$ cat src/rtl/dma_life_fsm.sv
module dma_life_fsm #(
  parameter int EVW = 4
) (
  input  logic           clk,
  input  logic           rst_n,
  input  logic           ev_valid,
  input  logic [EVW-1:0] ev_code,
  output logic [2:0]     state,
  output logic [2:0]     prev_state,
  output logic [EVW-1:0] last_event,
  output logic           run_req,
  output logic           is_running,
  output logic           ctl_enable,
  output logic           ctl_intr_en,
  output logic           ctl_halt,
  output logic           ctl_drain,
  output logic           act_sw_clean,
  output logic           act_hw_clean,
  output logic           act_hw_start,
  output logic           act_teardown
);
  localparam logic [2:0] S_DOWN = 3'd0, S_START = 3'd1, S_IDLE = 3'd2,
                         S_SWCL = 3'd3, S_HWCL = 3'd4, S_HALT = 3'd5, S_RUN = 3'd6;
  localparam logic [EVW-1:0] E_DOWN = EVW'(0), E_START = EVW'(1), E_STARTED = EVW'(2),
                             E_RUN = EVW'(3), E_SWDONE = EVW'(4), E_HWDONE = EVW'(5),
                             E_HALTED = EVW'(6), E_IDLE = EVW'(7), E_ERRA = EVW'(8),
                             E_ERRB = EVW'(9);

  logic [2:0] nxt;
  logic       nrun, s_sw, s_hw, s_up, s_td;

  always_comb begin
    nxt  = state;
    nrun = run_req;
    s_sw = 1'b0;
    s_hw = 1'b0;
    s_up = 1'b0;
    s_td = 1'b0;
    if (ev_valid) begin
      case (state)
        S_DOWN: begin
          if (ev_code == E_START) nxt = S_START;
          if (ev_code == E_RUN) begin nxt = S_START; nrun = 1'b1; end
          if (ev_code == E_SWDONE) s_td = 1'b1;
        end
        S_START: begin
          if (ev_code == E_STARTED) nxt = run_req ? S_RUN : S_IDLE;
          if (ev_code == E_DOWN) begin nxt = S_DOWN; s_td = 1'b1; end
        end
        S_IDLE: begin
          if (ev_code == E_RUN) begin nxt = S_RUN; nrun = 1'b1; end
          if (ev_code == E_DOWN) begin nxt = S_DOWN; s_td = 1'b1; end
        end
        S_SWCL: begin
          if (ev_code == E_SWDONE) begin nxt = S_START; s_up = 1'b1; end
          if (ev_code == E_DOWN) nxt = S_DOWN;
        end
        S_HWCL: begin
          if (ev_code == E_HWDONE) begin nxt = S_SWCL; s_sw = 1'b1; end
          if (ev_code == E_DOWN) begin nxt = S_DOWN; s_sw = 1'b1; end
        end
        S_HALT: begin
          if (ev_code == E_HALTED) begin nxt = S_HWCL; s_hw = 1'b1; end
          if (ev_code == E_DOWN) begin nxt = S_DOWN; s_sw = 1'b1; end
        end
        S_RUN: begin
          if (ev_code == E_HALTED || ev_code == E_ERRA) begin nxt = S_SWCL; s_sw = 1'b1; end
          if (ev_code == E_ERRB) nxt = S_HALT;
          if (ev_code == E_IDLE) begin nxt = S_HALT; nrun = 1'b0; end
          if (ev_code == E_DOWN) begin nxt = S_DOWN; s_sw = 1'b1; end
        end
        default: nxt = S_DOWN;
      endcase
      if (state == S_START || state == S_SWCL || state == S_HWCL || state == S_HALT) begin
        if (ev_code == E_RUN)  nrun = 1'b1;
        if (ev_code == E_IDLE) nrun = 1'b0;
      end
    end
  end

  always_ff @(posedge clk) begin
    if (!rst_n) begin
      state        <= S_DOWN;
      prev_state   <= S_DOWN;
      last_event   <= '0;
      run_req      <= 1'b0;
      act_sw_clean <= 1'b0;
      act_hw_clean <= 1'b0;
      act_hw_start <= 1'b0;
      act_teardown <= 1'b0;
    end else begin
      state        <= nxt;
      run_req      <= nrun;
      act_sw_clean <= s_sw;
      act_hw_clean <= s_hw;
      act_hw_start <= s_up;
      act_teardown <= s_td;
      if (ev_valid) last_event <= ev_code;
      if (nxt != state) prev_state <= state;
    end
  end

  assign is_running  = (state == S_RUN);
  assign ctl_enable  = is_running;
  assign ctl_intr_en = is_running;
  assign ctl_halt    = (state == S_HALT) || (state == S_HWCL) || (state == S_SWCL);
  assign ctl_drain   = (state == S_HALT);
endmodule


$ cat config.mk
export PLATFORM = sky130hd
export DESIGN_NAME = dma_life_fsm
export DESIGN_NICKNAME = d
export VERILOG_FILES = /design/src/rtl/dma_life_fsm.sv
export SDC_FILE = /design/constraint.sdc
export NUM_CORES = 1
export LEC_CHECK = 0
export BUFFER_PORTS_ARGS = -buffer_cell sky130_fd_sc_hd__buf_4
export CAP_MARGIN = 40
export CORE_MARGIN = 2
export CORE_UTILIZATION = 47
export CTS_CLUSTER_SIZE = 30
export DETAILED_ROUTE_END_ITERATION = 10
export GPL_ROUTABILITY_DRIVEN = 1
export GPL_TIMING_DRIVEN = 1
export PLACE_DENSITY = 0.75
export SETUP_SLACK_MARGIN = 0.5
export SYNTH_ARGS = -nofsm -noshare
export SYNTH_HDL_FRONTEND = slang
export SYNTH_SLANG_ARGS = --single-unit
$ cat constraint.sdc
create_clock -name clk -period 2 [get_ports clk]
set_input_delay 0.1 -clock clk [delete_from_list [all_inputs] [get_ports clk]]
set_output_delay 0.1 -clock clk [all_outputs]
set_load 0.02 [all_outputs]
==> impl_metrics.ini <==
[setup_path]
crit_type = reg -> reg
cp.required_ns = 2.17
reg2reg_slack_ns = 0.04
crit_path_end_kind = register
cp_max_fo = 7
critPathArrivalTime_ns = 2.13
r2r_end = prev_state[0]$_SDFFE_PN0P_
start_kind = register
rr_worst_depth = 8
r2r_start = state[1]$_SDFF_PN0_

[synth]
synth_flop_cell = dfxtp_1
syn_avg_cell_area_sq_um = 7.708
ys_ff_latch = 15
syn-cell-area_sq_mm = 0.001056
yosysUniqueCellTypes = 46
syn_nets = 144
synthCells = 137
async_reset_ff_share_pct = 0
synth-edff-count = 0
seq_area_frac_synth_pct = 28.44
yosysWarnings = 0

[pwr]
intPower_mw = 0.4482
switchingPower_mw = 0.1914
seqPwrFrac_pct = 48.2
pwr-share-clk_pct = 27.9
swShare_pct = 29.93
p_per_area_mw_per_mm2 = 401.3
p_leak_nw = 0.7028
comb_power_share_pct = 23.8
ir_drop_mv = 0.3625

[grt]
grtUsageMet2_pct = 39.96
antenna_found_initial = 0
grtUsageMet1_pct = 33.09
grt.busiest_layer = met2
grt_pass1_wl_microns = 5030
grt-ovfl-total = 0
grt_use_total_pct = 25.86
grt_max_degree = 19
grt_pass1_vias = 1048
grt_use_met3_pct = 5.556

[floorplan]
die_x_microns = 51.40
dieArea_sq_mm = 0.002642
die_h_microns = 51.40
start_util_pct = 48.67
rows = 17
core_area_sq_mm = 0.002170
io_pins = 27

[clock_tree]
root_buffer = clkbuf_4
tritoncts = done
numCtsBuffers = 3
clock_latency_ns = 0.29
cts_buffer_depth = 2
cts_sinks = 15
clkSlewWorstSetupHoldPaths_ns = 0.09
h-tree-depth = 1
ctsHoldBuffers = 0

[detailed_routing]
drt_wl_total_microns = 3399
ant_nets = 0
drc_errors = 0
vias_per_cell = 5.845
dr.pass1.iters = 4
drt-initial-drc-count = 31
vias = 1210
wl_per_cell_microns = 16.42

[timing]
fin_ws_ns = 0.04187
max_freq_ghz = 0.5107
clock-skew-final_ns = 0.007705
slew-limit-headroom_pct = 69.75
tns_ns = 0
worst_pin_slew_ns = 0.4528
setup_viol = 0
period_needed_ns = 1.958
slew_violations = 0
rsz0062_at_grt = true
hold_violations = 0
fin_crit_sh_pct = 97.91

[flow_run]
max_cap_viol_count = 0

[worst_hold_path]
min-delay-start = rst_n
hp-class = in -> reg
hold_end = run_req$_SDFFE_PN0P_
whs_path_depth = 2

[place]
pre_cts_ws_ns = -0.01867
gp_congestion = 0.8823
io_buffers = 26
post-dp-hpwl_microns = 2149

[cells_and_area]
syn_to_final_growth_pct = 50.95
layout-drive-gt1-share_pct = 44.69
n_antenna_cell = 0
fin_util_pct = 73.47
layout.nets = 187

[outcome]
status = complete, no violations
layout make-up:
cell class	count	area [sq um]
Sequential cell	15	311.5
Tap cell	28	35.03
Timing Repair Buffer	52	405.4
Fill cell	180	575.6
Clock buffer	4	26.28
Inverter	6	26.28
Multi-Input combinational cell	102	789.5
synth_stat cells (2+ instances only):
master | n | area share, %
buf_4 | 2 | 1.4
nor2b_1 | 5 | 3.0
nand3_1 | 5 | 2.4
mux2i_1 | 9 | 8.5
clkbuf_1 | 5 | 1.8
and2b_1 | 2 | 1.4
a21oi_1 | 2 | 0.95
buf_2 | 4 | 1.9
nand2b_1 | 3 | 1.8
and2_1 | 2 | 1.2
o22ai_1 | 4 | 2.4
inv_1 | 6 | 2.1
nor3_1 | 5 | 2.4
or3b_2 | 3 | 2.5
dfxtp_1 | 15 | 28
buf_1 | 2 | 0.71
nand2_1 | 17 | 6.0
a31oi_1 | 6 | 3.6
or3_1 | 3 | 1.8
nor2_1 | 8 | 2.8
o21ai_0 | 4 | 1.9
registers in the layout, indices dropped and copies added (netlist names):
name	cells
act_teardown	1
last_event	4
run_req	1
act_sw_clean	1
prev_state	3
act_hw_clean	1
act_hw_start	1
state	3
worst max path at each step:
| stage | from | end | slack (ns) | cells past startpoint |
|---|---|---|---|---|
| global route | state[1]$_SDFF_PN0_ | prev_state[1]$_SDFFE_PN0P_ | -0.01 | 8 |
| finish | state[1]$_SDFF_PN0_ | prev_state[0]$_SDFFE_PN0P_ | 0.04 | 8 |
| CTS | state[1]$_SDFF_PN0_ | prev_state[0]$_SDFFE_PN0P_ | 0.05 | 8 |
| floorplan | state[2]$_SDFF_PN0_ | prev_state[0]$_SDFFE_PN0P_ | 0.09 | 8 |
| global placement | ev_code[3] | prev_state[0]$_SDFFE_PN0P_ | 0.04 | 8 |
| detailed placement | ev_code[3] | prev_state[0]$_SDFFE_PN0P_ | -0.02 | 8 |
power groups by stage:
stage / clock [mW] / combinational [mW] / sequential [mW]
detailed placement: 0 / 0.129 / 0.316
finish: 0.179 / 0.152 / 0.309
global route: 0.204 / 0.161 / 0.310
CTS: 0.184 / 0.132 / 0.309
floorplan: 0 / 0.0720 / 0.324
global placement: 0 / 0.128 / 0.316
timing repair:
action,in CTS,in global routing
pin swaps,7,14
gates resized for setup,10,18
setup buffers,1,9
endpoints found under the setup margin,5,10
endpoints found under the hold margin,0,0
stage by stage:
stage	hold slack [ns]	cell area (sq um)	power [mW]	std cells
2_1_floorplan	0.2210	1095	0.3957	137
6_report	0.1271	1594	0.6396	207
5_1_grt	0.1140	1594	0.6755	207
4_1_cts	0.1185	1440	0.6248	198
3_5_place_dp	0.4292	1359	0.4448	193
3_3_place_gp	0.4286	1359	0.4435	193
worst max-delay path: stages, from the launching register on:
cell	delay (ns)
dfxtp_4	0.39
buf_6	0.13
clkinvlp_4	0.14
a31oi_4	0.21
o22ai_2	0.09
or3_4	0.39
a21boi_4	0.16
o311ai_2	0.24
o31ai_1	0.10
placed cells by master (no fill, tap or decap), types with 5 or more instances in the layout:
cell,Yosys,layout
buf_4,2,47
nand2_1,17,17
dfxtp_1,15,12
mux2i_1,9,9
inv_1,6,5
nor2b_1,5,5
a31oi_1,6,5
nand3_1,5,5
logic make-up after synthesis:
logic type             share of synthesized area, %
buffers and inverters                         9.005
AOI/OAI and AO/OA                             23.23
and+or+nand+nor                               30.81
DFF                                           28.44
muxes                                         8.531
routing by layer:
| layer | vias up | routed length (microns) |
|---|---|---|
| met4 | 0 | 85 |
| met3 | 9 | 173 |
| li1 | 583 | - |
| met2 | 40 | 1664 |
| met5 | - | 0 |
| met1 | 578 | 1475 |
Power figures use the tool's default switching activity.
